--- src/rtl/tsi_pkg.sv ---
package tsi_pkg;
  localparam int DEF_SAMPLE_W = 8;
  localparam int DEF_SLOTS    = 32;

  // Which of the two frame banks is currently being filled
  typedef enum logic {
    BANK_A = 1'b0,
    BANK_B = 1'b1
  } bank_e;
endpackage

--- src/rtl/tsi_frame_mem.sv ---
module tsi_frame_mem #(
  parameter int SAMPLE_W = 8,
  parameter int SLOTS    = 32,
  localparam int SLOT_W  = $clog2(SLOTS)
) (
  input  logic                clk,
  input  logic                wr_en,
  input  logic                wr_bank,
  input  logic [SLOT_W-1:0]   wr_addr,
  input  logic [SAMPLE_W-1:0] wr_data,
  input  logic                rd_bank,
  input  logic [SLOT_W-1:0]   rd_addr,
  output logic [SAMPLE_W-1:0] rd_data
);
  localparam int BANKS = 2;

  logic [SAMPLE_W-1:0] bank_q [BANKS];

  for (genvar b = 0; b < BANKS; b++) begin : g_bank
    logic [SAMPLE_W-1:0] mem [SLOTS];

    always_ff @(posedge clk) begin
      if (wr_en && (wr_bank == 1'(b))) begin
        mem[wr_addr] <= wr_data;
      end
    end

    assign bank_q[b] = mem[rd_addr];
  end

  assign rd_data = bank_q[rd_bank];
endmodule

--- src/rtl/tsi_conn_map.sv ---
module tsi_conn_map #(
  parameter int SLOTS   = 32,
  localparam int SLOT_W = $clog2(SLOTS)
) (
  input  logic              clk,
  input  logic              rst_n,
  input  logic              cfg_we,
  input  logic [SLOT_W-1:0] cfg_slot,
  input  logic [SLOT_W-1:0] cfg_src,
  input  logic              cfg_en,
  input  logic              load,
  input  logic [SLOT_W-1:0] rd_slot,
  output logic [SLOT_W-1:0] ent_src,
  output logic              ent_en
);
  logic [SLOT_W-1:0] shd_src [SLOTS];
  logic              shd_en  [SLOTS];
  logic [SLOT_W-1:0] act_src [SLOTS];
  logic              act_en  [SLOTS];

  for (genvar g = 0; g < SLOTS; g++) begin : g_entry
    // Shadow copy: host writes land here at any time
    always_ff @(posedge clk) begin
      if (!rst_n) begin
        shd_src[g] <= '0;
        shd_en[g]  <= 1'b0;
      end else if (cfg_we && (cfg_slot == SLOT_W'(g))) begin
        shd_src[g] <= cfg_src;
        shd_en[g]  <= cfg_en;
      end
    end

    // Live copy: refreshed only at a bank swap
    always_ff @(posedge clk) begin
      if (!rst_n) begin
        act_src[g] <= '0;
        act_en[g]  <= 1'b0;
      end else if (load) begin
        act_src[g] <= shd_src[g];
        act_en[g]  <= shd_en[g];
      end
    end

    AST_LIVE_ENTRY_HOLDS: assert property (@(posedge clk) disable iff (!rst_n)
      !load |=> ($stable(act_src[g]) && $stable(act_en[g])));
  end

  assign ent_src = act_src[rd_slot];
  assign ent_en  = act_en[rd_slot];
endmodule

--- src/rtl/tsi_seq.sv ---
module tsi_seq
  import tsi_pkg::*;
#(
  parameter int SLOTS   = 32,
  localparam int SLOT_W = $clog2(SLOTS)
) (
  input  logic              clk,
  input  logic              rst_n,
  input  logic              s_valid,
  output logic              s_ready,
  input  logic              m_ready,
  output logic              m_valid,
  output logic              m_last,
  output logic [SLOT_W-1:0] wr_slot,
  output logic [SLOT_W-1:0] rd_slot,
  output logic              wr_bank,
  output logic              s_fire,
  output logic              swap
);
  localparam logic [SLOT_W-1:0] LAST = SLOT_W'(SLOTS - 1);

  bank_e             bank_q;
  logic [SLOT_W-1:0] wr_slot_q, rd_slot_q;
  logic              wr_full_q, rd_busy_q;
  logic              m_fire, wr_done, rd_free;

  assign s_fire  = s_valid && !wr_full_q;
  assign m_fire  = m_ready && rd_busy_q;
  assign wr_done = wr_full_q || (s_fire && (wr_slot_q == LAST));
  assign rd_free = !rd_busy_q || (m_fire && (rd_slot_q == LAST));
  assign swap    = wr_done && rd_free;

  always_ff @(posedge clk) begin
    if (!rst_n) begin
      bank_q    <= BANK_A;
      wr_slot_q <= '0;
      rd_slot_q <= '0;
      wr_full_q <= 1'b0;
      rd_busy_q <= 1'b0;
    end else begin
      if (s_fire) begin
        wr_slot_q <= (wr_slot_q == LAST) ? '0 : wr_slot_q + 1'b1;
      end
      if (m_fire) begin
        rd_slot_q <= (rd_slot_q == LAST) ? '0 : rd_slot_q + 1'b1;
      end
      if (swap) begin
        bank_q    <= (bank_q == BANK_A) ? BANK_B : BANK_A;
        wr_full_q <= 1'b0;
        rd_busy_q <= 1'b1;
      end else begin
        if (s_fire && (wr_slot_q == LAST)) wr_full_q <= 1'b1;
        if (m_fire && (rd_slot_q == LAST)) rd_busy_q <= 1'b0;
      end
    end
  end

  assign s_ready = !wr_full_q;
  assign m_valid = rd_busy_q;
  assign m_last  = rd_busy_q && (rd_slot_q == LAST);
  assign wr_slot = wr_slot_q;
  assign rd_slot = rd_slot_q;
  assign wr_bank = (bank_q == BANK_B);

  AST_WR_SLOT_STEP: assert property (@(posedge clk) disable iff (!rst_n)
    s_fire |=> (wr_slot_q == (($past(wr_slot_q) == LAST) ? '0 : $past(wr_slot_q) + 1'b1)));
  AST_RD_SLOT_STEP: assert property (@(posedge clk) disable iff (!rst_n)
    m_fire |=> (rd_slot_q == (($past(rd_slot_q) == LAST) ? '0 : $past(rd_slot_q) + 1'b1)));
  AST_IDLE_RD_PARKED: assert property (@(posedge clk) disable iff (!rst_n)
    !rd_busy_q |-> (rd_slot_q == '0));
endmodule

--- src/rtl/tsi_switch.sv ---
module tsi_switch #(
  parameter int SAMPLE_W = tsi_pkg::DEF_SAMPLE_W,
  parameter int SLOTS    = tsi_pkg::DEF_SLOTS,
  localparam int SLOT_W  = $clog2(SLOTS)
) (
  input  logic                clk,
  input  logic                rst_n,
  input  logic [SAMPLE_W-1:0] idle_word,
  input  logic                cfg_we,
  input  logic [SLOT_W-1:0]   cfg_slot,
  input  logic [SLOT_W-1:0]   cfg_src,
  input  logic                cfg_en,
  input  logic                s_valid,
  output logic                s_ready,
  input  logic [SAMPLE_W-1:0] s_data,
  output logic                m_valid,
  input  logic                m_ready,
  output logic [SAMPLE_W-1:0] m_data,
  output logic                m_last
);
  localparam logic [SLOT_W-1:0] LAST = SLOT_W'(SLOTS - 1);

  logic [SLOT_W-1:0]   wr_slot, rd_slot, ent_src;
  logic                wr_bank, s_fire, swap, ent_en;
  logic [SAMPLE_W-1:0] stored;

  tsi_seq #(.SLOTS(SLOTS)) u_seq (
    .clk     (clk),
    .rst_n   (rst_n),
    .s_valid (s_valid),
    .s_ready (s_ready),
    .m_ready (m_ready),
    .m_valid (m_valid),
    .m_last  (m_last),
    .wr_slot (wr_slot),
    .rd_slot (rd_slot),
    .wr_bank (wr_bank),
    .s_fire  (s_fire),
    .swap    (swap)
  );

  tsi_conn_map #(.SLOTS(SLOTS)) u_map (
    .clk      (clk),
    .rst_n    (rst_n),
    .cfg_we   (cfg_we),
    .cfg_slot (cfg_slot),
    .cfg_src  (cfg_src),
    .cfg_en   (cfg_en),
    .load     (swap),
    .rd_slot  (rd_slot),
    .ent_src  (ent_src),
    .ent_en   (ent_en)
  );

  tsi_frame_mem #(.SAMPLE_W(SAMPLE_W), .SLOTS(SLOTS)) u_mem (
    .clk     (clk),
    .wr_en   (s_fire),
    .wr_bank (wr_bank),
    .wr_addr (wr_slot),
    .wr_data (s_data),
    .rd_bank (~wr_bank),
    .rd_addr (ent_src),
    .rd_data (stored)
  );

  assign m_data = ent_en ? stored : idle_word;

  AST_STALL_HOLDS: assert property (@(posedge clk) disable iff (!rst_n)
    (m_valid && !m_ready) |=> (m_valid && $stable(m_last)));
  AST_FRAME_HANDOFF: assert property (@(posedge clk) disable iff (!rst_n)
    (s_valid && s_ready && (wr_slot == LAST)) |=> (m_valid || !s_ready));
  AST_NO_EARLY_OUTPUT: assert property (@(posedge clk) disable iff (!rst_n)
    (!m_valid && !(s_valid && s_ready && (wr_slot == LAST))) |=> !m_valid);
  AST_BANKS_ALTERNATE: assert property (@(posedge clk) disable iff (!rst_n)
    swap |=> (wr_bank != $past(wr_bank)));
endmodule

--- config.mk ---
export PLATFORM = sky130hd
export DESIGN_NAME = tsi_switch
export DESIGN_NICKNAME = d
export VERILOG_FILES = /design/src/rtl/tsi_pkg.sv /design/src/rtl/tsi_frame_mem.sv /design/src/rtl/tsi_conn_map.sv /design/src/rtl/tsi_seq.sv /design/src/rtl/tsi_switch.sv
export SDC_FILE = /design/constraint.sdc
export NUM_CORES = 1
export LEC_CHECK = 0
export BUFFER_PORTS_ARGS = -buffer_cell sky130_fd_sc_hd__buf_2
export CAP_MARGIN = 20
export CORE_UTILIZATION = 40
export DETAILED_ROUTE_END_ITERATION = 10
export SYNTH_ARGS = -nofsm -noshare
export SYNTH_HDL_FRONTEND = slang
export SYNTH_SLANG_ARGS = --single-unit
--- constraint.sdc ---
create_clock -name clk -period 16.5 [get_ports clk]
set_input_delay 3.3 -clock clk [delete_from_list [all_inputs] [get_ports clk]]
set_output_delay 3.3 -clock clk [all_outputs]
set_load 0.05 [all_outputs]
==> Yosys cells after proc, flatten, opt, wreduce, memory -nomap -nowiden <==
Memories as Yosys holds them, arrays and structs flattened. A register that Yosys moved wholly into a read port is not among the register bits.
Index checks and enable logic that the tools add are counted.
W data, S select, Z words.
{ "op_classes": {"add_sub_neg": 2, "muxes": 245, "eq_ne": 33, "n_shift": 0, "n_reduce_logical": 47, "magnitude_cmp": 1, "n_div": 0, "bitwise_logic": 131, "multipliers": 0} }
{ "ops": {"columns": ["op", "count"], "rows": [
  ["$mux W5", 70],
  ["$mux W1", 171],
  ["$or A1 B1 Y1", 128],
  ["$eq A5 B5 Y1 const B", 18],
  ["$eq A5 B4 Y1 const B", 8],
  ["$logic_and A1 B1 Y1", 40],
  ["$mux W8", 4],
  ["$eq A5 B3 Y1 const B", 4],
  ["$add A5 B1 Y5 const B", 2],
  ["$eq A5 B2 Y1 const B", 2],
  ["$eq A5 B1 Y1 const B", 1],
  ["$logic_not A5 Y1", 1],
  ["$ge A2 B2 Y1 const B", 1],
  ["$logic_not A1 Y1", 2],
  ["$logic_or A1 B1 Y1", 2],
  ["$not A1 Y1", 2],
  ["$not A1 Y2", 1],
  ["$reduce_bool A2 Y1", 1],
  ["$reduce_or A2 Y1", 1]
]} }
{ "word_totals": {"in_bits": 32, "n_memories": 6, "latchBits": 0, "word_cells": 470, "rom_bits": 0, "regBits": 13, "ramBits": 896, "output_inout_bits": 11} }
{ "mem_list": {"columns": ["memory", "depth", "word_bits", "rd", "rd_clocked_by_memory_dff", "write_ports", "line_no", "rtl"], "rows": [
  ["u_mem.g_bank[0].mem", 32, 8, 1, 0, 1, "tsi_frame_mem.sv:20", "logic [SAMPLE_W-1:0] mem [SLOTS];"],
  ["u_mem.g_bank[1].mem", 32, 8, 1, 0, 1, "tsi_frame_mem.sv:20", null],
  ["u_map.act_src", 32, 5, 1, 1, 32, "tsi_conn_map.sv:18", "logic [SLOT_W-1:0] act_src [SLOTS];"],
  ["u_map.shd_src", 32, 5, 32, 0, 32, "tsi_conn_map.sv:16", "logic [SLOT_W-1:0] shd_src [SLOTS];"],
  ["u_map.act_en", 32, 1, 1, 1, 32, "tsi_conn_map.sv:19", "logic act_en [SLOTS];"],
  ["u_map.shd_en", 32, 1, 32, 0, 32, "tsi_conn_map.sv:17", "logic shd_en [SLOTS];"]
]} }

==> Longest topological paths before layout <==
Gate-level depths: netlist of run 1.
{ "depth": {"word_depth": 9, "ltp_mapped": 17, "mapped_depth_nobuf": 9} }

==> By module <==
A second synthesis of run 1 with hierarchy kept.
{ "hier_totals": {"hier_cells": 2003, "area_unflattened_um2": 36822.8} }
{ "by_module_without_submodules": {"columns": ["mod", "cells_per_inst", "seq_area_each_um2", "n_inst", "area_each_um2"], "rows": [
  ["tsi_frame_mem", 916, 15374.7, 1, 19879.1],
  ["tsi_conn_map", 1006, 11511.0, 1, 16160.5],
  ["tsi_seq", 71, 260.2, 1, 648.1],
  ["tsi_switch", 10, 0.0, 1, 135.1]
]} }

==> Worst setup path before layout of run 1 <==
No wires, ideal clock.
{ "synth_path": {"path_kind": "input port to flip-flop", "startpoint": "in m_ready", "endpoint": "mem u_map.act_en[0], enable pin", "arrival_time_ns": 16.791, "slack_ns": -1.300, "cell_stages": 2, "cell_sequence": "a21boi_0 > o21ai_0"} }
{ "synth_lines": {"columns": ["element", "line_no", "rtl"], "rows": [
  ["from (decl)", "tsi_switch.sv:17", "input logic m_ready,"],
  ["to (decl)", "tsi_conn_map.sv:19", null]
]} }

==> qor.csv, run 1 <==
stage,metric,value,unit
timing,Slew HR,16.4,%
worst_setup_path,Crit Path Category,reg2out,
floorplan,Core Rows,112,
floorplan,Die Width,310,um
global_route,pin count of the biggest net entering global routing,193,
global_route,GRT Total Usage,19.9,%
timing,Final Cycle Share,62.2,%
detailed_routing,post-route ant nets,0,
global_route,gr ovfl total,0,
synthesis,Synth Instances,2535,
clock_tree,# clock sinks,914,
synthesis,"Cell Area, Synth",0.0380,mm^2
synthesis,"Seq/Total Area, Yosys",71.7,%
worst_setup_path,Worst path slowest cell,buf_4,
worst_setup_path,CP Launch Type,register,
timing,worst setup margin,6240,ps
timing,Clock Skew,19.2,ps
synthesis,Avg Inst Size Synth,15.0,um^2
synthesis,Synth async-reset ratio,0,%
timing,final hold violation count,0,
worst_setup_path,Worst Path Max Fanout,70,
synthesis,number of synthesized flops with an enable pin,894,
run_status,status,"finished, final reports clean",
clock_tree,post-CTS setup buffer count,0,
detailed_routing,Pre-antenna DRT Iters,5,
floorplan,Die Ht,310,um
place,RD Place Congestion,0.878,
detailed_routing,final wirelength,95200,um
timing,TNS Setup,0,ps
synthesis,Most used DFF post-synth,edfxtp_1,
timing,FMAX,0.0975,GHz
layout,n_diodes,0,
pwr,Leakage,0.0149,uW
place,area after detailed placement,0.0392,mm^2
clock_tree,clock tree buffer depth,3,
worst_setup_path,Worst R2R Setup Slack,12760,ps
clock_tree,CTS tree,yes,
timing,Setup-failing EPs final,0,
floorplan,initial core utilization,40.5,%
worst_hold_path,Hold Crit Endpoint,u_map.shd_en[2][0],
pwr,total chip power,4880,uW
clock_tree,Clock Latency Late Sink,660,ps
detailed_routing,via count,21700,
pwr,VDD IR max,77.0,uV
floorplan,Core Box Area,0.0937,mm^2
run,max-cap violations,0,
timing,Fin Hold WS,482,ps
worst_setup_path,Worst path most repeated cell,buf_4,
global_route,number of global-route vias before repair,21500,
worst_setup_path,Critical Path RT,13200,ps
timing,RSZ-0062 raised after global routing,no,
place,IO buf count,42,
layout,Final Cell Area,0.0423,mm^2
clock_tree,post_cts resized,0,
worst_setup_path,Worst setup EP type,output port,
timing,worst slew pin tran,1250,ps
timing,fin crit period,10260,ps
detailed_routing,routed length per placed instance,24.6,um
layout,layout cells sized above 1,10.1,%
floorplan,die area,0.0962,mm^2
worst_hold_path,hold path start,u_map.shd_en[2][0],
global_route,first-pass GRT wire length,142000,um
place,worst slack at placement,6950,ps
layout,# nets final,2584,
worst_setup_path,critical-path cell list,buf_4 -> mux2i_1 -> a22oi_1 -> and4_1 -> or4_4 -> buf_4 -> buf_4 -> mux2i_1 -> o22ai_1 -> nor4_1 -> nor2_1 -> o32a_1 -> buf_2,
clock_tree,CTS Buf Count,92,
detailed_routing,Vias/cell,5.61,
detailed_routing,Detailed Route Iter0 Violations,2514,
synthesis,flop and latch count out of synthesis,914,
layout,area grow syn2layout,11.3,%
detailed_routing,DRC viols,0,
worst_setup_path,Crit path arrival time,6960,ps
pwr,pwr/cell area,115,mW/mm^2
worst_setup_path,worst r2r src,u_seq.wr_slot[1],
synthesis,library cells used by synthesis,68,
worst_hold_path,Hold WC Path Type,reg2reg,
place,HPWL Detailed,58500,um
global_route,initial antenna violation count,1,
clock_tree,hold_buf cts,0,
synthesis,syn nets,2574,
clock_tree,H-tree levels,3,
worst_setup_path,CP max stage delay,900,ps
timing,pins over their slew limit,0,
clock_tree,"Reg clk slew, reported paths",60,ps
worst_setup_path,reg2reg end,u_map.act_src[6][0],
worst_setup_path,Worst Reg-to-Reg Cells,10,
clock_tree,CTS root buffer,clkbuf_16,
synthesis,Synth Warn #,0,
floorplan,I/O Pins,43,
worst_hold_path,hold depth,2,
-- layout make-up --
type                    count  area (um^2)
clock buffers             119         2480
flip-flops and latches    914        27300
well taps                1254         1570
fillers                  8215        51500
multi-input cells        1421         9770
clock inverters            51          460
inverters                  30          113
repair buffers             86          626
-- routing by layer --
layer	share of wire (%)	vias up	GRT usage, %	wire [um]
li1	-	9706	-	-
met4	3.1	0	6.53	2970
met1	43	10900	27.4	40800
met2	47	924	32.1	44900
met5	0	-	0	0
met3	6.8	165	3.25	6520
-- worst max path at each step --
stage	from	endpoint	slack, ps
after floorplan	m_ready	u_map.act_en[0]	3870
after global placement	register	m_data[4]	7100
after detailed placement	register	m_data[4]	6950
after CTS	register	m_data[4]	6230
after global routing	register	m_data[4]	5890
final	register	m_data[4]	6240
-- critical path, delay by kind of cell (launching register included) --
kind                   cells  cell delay (ps)
buffers and inverters      4             2550
and+or+nand+nor            4             1900
AOI/OAI and AO/OA          3              700
DFF                        1              510
muxes                      2              450
-- through the flow --
stage,instances,util [%]
final,3875,45.1
after global placement,3688,41.7
after detailed placement,3695,41.8
after CTS,3865,44.9
after floorplan,2535,-
after global routing,3875,45.1
-- flip-flops by register name, summed over array words and instances (netlist names), named ones only --
signal	flops
u_map.act_en	32
u_map.shd_src	160
u_map.act_src	160
u_mem.g_bank.mem	512
u_seq.rd_slot	5
u_map.shd_en	32
u_seq.wr_slot	5
u_seq.wr_full_q	1
u_seq.m_valid	1
u_seq.wr_bank	1
-- cell usage in the layout, fill, tap and decap left out, types with 24 or more instances in the layout --
| master | count |
|---|---|
| o21ai_0 | 49 |
| and3_1 | 213 |
| clkbuf_16 | 96 |
| clkinv_1 | 25 |
| edfxtp_1 | 894 |
| o22ai_1 | 54 |
| nand2_1 | 170 |
| a211oi_1 | 27 |
| nor2_1 | 121 |
| and2_1 | 196 |
| mux4_2 | 24 |
| buf_4 | 31 |
| mux2i_1 | 253 |
| nand3_1 | 90 |
| inv_1 | 29 |
| buf_2 | 45 |
-- kinds of logic (layout without fill, tap and decap cells) --
kind of cell	count (synthesis)	count (layout)	synth area share (%)
AOI/OAI and AO/OA	252	252	4.69
muxes	282	282	8.24
and+or+nand+nor	879	879	12.5
DFF	914	914	71.7
xor gates and xnor gates	1	1	0.0231
adders and majority gates	7	7	0.231
buffers and inverters	200	286	2.63
-- power by group --
part,internal (uW),switching [uW]
registers,2600,17.3
clock network,1180,871
logic,54.0,154
total,3840,1040
-- synth_stat cells, types with 2 or more instances --
| library cell | number | area share [%] |
|---|---|---|
| nand3b_1 | 5 | 0.099 |
| a211oi_2 | 6 | 0.20 |
| a22oi_1 | 15 | 0.30 |
| o41ai_1 | 7 | 0.16 |
| buf_2 | 44 | 0.58 |
| nor3_1 | 9 | 0.12 |
| a41oi_1 | 19 | 0.44 |
| ha_1 | 7 | 0.23 |
| nand2_1 | 170 | 1.7 |
| edfxtp_1 | 894 | 71 |
| nand4_1 | 9 | 0.15 |
| nor2_1 | 122 | 1.2 |
| and2_1 | 196 | 3.2 |
| mux2_2 | 5 | 0.15 |
| a31oi_1 | 11 | 0.18 |
| o211ai_1 | 6 | 0.12 |
| nand3_1 | 90 | 1.2 |
| a21boi_0 | 7 | 0.14 |
| a32oi_1 | 2 | 0.046 |
| inv_1 | 29 | 0.29 |
| buf_1 | 3 | 0.030 |
| nand2b_1 | 9 | 0.15 |
| buf_6 | 21 | 0.62 |
| nor2b_1 | 15 | 0.25 |
| or2_2 | 2 | 0.033 |
| a22o_1 | 6 | 0.14 |
| or4_1 | 7 | 0.14 |
| buf_4 | 9 | 0.18 |
| and4_1 | 6 | 0.14 |
| a211oi_1 | 27 | 0.53 |
| dfxtp_1 | 20 | 1.1 |
| a2111o_1 | 4 | 0.12 |
| and3_1 | 213 | 3.5 |
| o32a_1 | 6 | 0.16 |
| clkbuf_1 | 93 | 0.92 |
| o21ai_0 | 52 | 0.69 |
| mux4_2 | 24 | 1.4 |
| a311o_1 | 7 | 0.18 |
| a21oi_1 | 13 | 0.17 |
| o22ai_1 | 54 | 0.89 |
| o311a_1 | 2 | 0.053 |
| nor4_1 | 9 | 0.15 |
| mux2i_1 | 253 | 6.7 |
| nand3_2 | 3 | 0.079 |
(Power assumes the default switching activity.)
==> run 2, diff against run 1 <==
clock period = 8.74 ns   (was 16.5 ns; I/O delays follow)
==> qor.csv, run 2 (synthesis gave the netlist of run 1 again) <==
stage,metric,value,unit
global_route,number of global-route vias before repair,21100,
worst_setup_path,Worst setup EP type,output port,
worst_setup_path,Worst Reg-to-Reg Cells,4,
clock_tree,hold_buf cts,0,
run_status,status,"finished, final reports clean",
clock_tree,clock tree buffer depth,3,
global_route,first-pass GRT wire length,140000,um
clock_tree,"Reg clk slew, reported paths",60,ps
timing,Fin Hold WS,482,ps
layout,largest register by flop count,u_mem.g_bank.mem,
pwr,clock power share,42.5,%
global_route,initial antenna violation count,2,
layout,filler cell count in the final layout,8141,
floorplan,Die Ht,310,um
worst_setup_path,Worst Path Max Fanout,35,
clock_tree,CTS tree,yes,
detailed_routing,post-route ant nets,0,
timing,final hold violation count,0,
worst_setup_path,reg2reg end,u_mem.g_bank[1].mem[5][2],
clock_tree,post-CTS setup buffer count,0,
timing,RSZ-0062 raised after global routing,no,
clock_tree,H-tree levels,3,
place,HPWL Detailed,59000,um
clock_tree,Clock Latency Late Sink,660,ps
detailed_routing,Pre-antenna DRT Iters,6,
timing,Slew HR,21.9,%
layout,area grow syn2layout,11.5,%
timing,FMAX,0.126,GHz
global_route,GRT Total Usage,19.7,%
global_route,gr ovfl total,0,
detailed_routing,via count,21800,
clock_tree,# clock sinks,914,
worst_hold_path,Hold WC Path Type,reg2reg,
timing,TNS Setup,0,ps
timing,fin crit period,7930,ps
pwr,VDD IR max,179,uV
worst_hold_path,hold path start,u_map.shd_en[2][0],
worst_setup_path,Worst R2R Setup Slack,5360,ps
worst_setup_path,Crit Path Category,reg2out,
floorplan,Core Rows,112,
run,max-cap violations,0,
clock_tree,CTS root buffer,clkbuf_16,
worst_setup_path,Crit path arrival time,6180,ps
pwr,Leakage,0.0149,uW
detailed_routing,routed length per placed instance,24.5,um
layout,most frequent cells in the layout,"edfxtp_1 (894), mux2i_1 (253), and3_1 (213)",
detailed_routing,Detailed Route Iter0 Violations,2342,
clock_tree,CTS Buf Count,94,
worst_setup_path,CP Launch Type,register,
layout,"commonest non-fill, non-tap cell in the layout",edfxtp_1,
timing,pins over their slew limit,0,
layout,# nets final,2587,
floorplan,I/O Pins,43,
worst_setup_path,Worst Setup EP,m_data[5],
worst_setup_path,Critical Path RT,6990,ps
floorplan,initial core utilization,40.5,%
layout,max FFs per register,512,
detailed_routing,Vias/cell,5.61,
detailed_routing,final wirelength,95200,um
worst_setup_path,worst r2r src,u_seq.wr_bank,
place,IO buf count,42,
pwr,NetSw,1950,uW
pwr,Switching Fraction,21.0,%
pwr,Gate power share,4.2,%
pwr,pwr/cell area,219,mW/mm^2
detailed_routing,DRC viols,0,
floorplan,Core Box Area,0.0937,mm^2
layout,Largest regs,"u_mem.g_bank.mem x512, u_map.act_src x160, u_map.shd_src x160",
timing,Final Cycle Share,90.7,%
place,RD Place Congestion,0.835,
global_route,pin count of the biggest net entering global routing,193,
timing,Setup-failing EPs final,0,
pwr,sequential cell fraction of total power,53.2,%
pwr,total internal power,7330,uW
floorplan,Die Width,310,um
clock_tree,post_cts resized,0,
timing,Clock Skew,19.7,ps
timing,worst slew pin tran,1160,ps
floorplan,die area,0.0962,mm^2
layout,layout cells sized above 1,9.99,%
==> run 2: cell count changes in the layout (fill, tap and decap cells not counted), sizes merged, moves of 2 or more <==
| cell | before | now |
|---|---|---|
| clkbuf | 123 | 120 |
| clkinv | 37 | 40 |
| buf | 82 | 87 |
| inv | 34 | 30 |
| bufinv | 8 | 10 |
==> run 2: power groups by stage <==
stage / Clock, uW / Combinational, uW / Sequential (uW)
CTS: 4010 / 391 / 4940
finish: 3950 / 392 / 4940
detailed placement: 0 / 390 / 5030
global placement: 0 / 383 / 5030
global route: 4170 / 417 / 4950
floorplan: 0 / 229 / 5020
==> run 2: cell type report <==
type	count	area (um^2)	share of cell area, %
flip-flops and latches	914	27300	64.4
multi-input cells	1421	9760	23.1
clock buffers	120	2520	5.96
well taps	1254	1570	3.71
repair buffers	87	629	1.49
clock inverters	51	483	1.14
inverters	30	113	0.266
diodes	1	2.50	0.00591
==> run 2: per-layer routing <==
metal,track usage [%],share of wire (%),vias up
met5,0,0.014,-
met4,6.06,2.7,2
met3,3.45,7.3,178
met2,31.0,46,873
met1,28.0,43,11000
li1,-,-,9698
==> run 2: per-stage QoR <==
stage | utilization (%) | instances | area [um^2] | power, uW | worst slack [ps]
5_1_grt | 45.1 | 3877 | 42300 | 9530 | 475
2_1_floorplan | - | 2535 | 38000 | 5250 | 1360
4_1_cts | 45.1 | 3872 | 42200 | 9340 | 810
3_5_place_dp | 41.8 | 3701 | 39200 | 5420 | 1560
6_report | 45.2 | 3878 | 42300 | 9280 | 812
3_3_place_gp | 41.8 | 3698 | 39200 | 5420 | 1640
==> run 2: how the worst min path moves through the flow <==
stage / cells after the start / to
CTS: 2 / u_map.shd_en[2][0]
finish: 2 / u_map.shd_en[2][0]
floorplan: 2 / u_map.shd_en[2][0]
global route: 2 / u_map.shd_en[2][0]
global placement: 2 / u_map.shd_en[2][0]
detailed placement: 2 / u_map.shd_en[2][0]
==> run 2: critical path, stage by stage, from the launching register on <==
cell      delay (ps)
dfxtp_4          780
mux4_2           580
mux2i_1          130
or2_0            870
nand4_1          540
nand3_1          650
a21oi_1           70
or4_1            490
o311ai_1         680
a41oi_1          390
buf_2            330
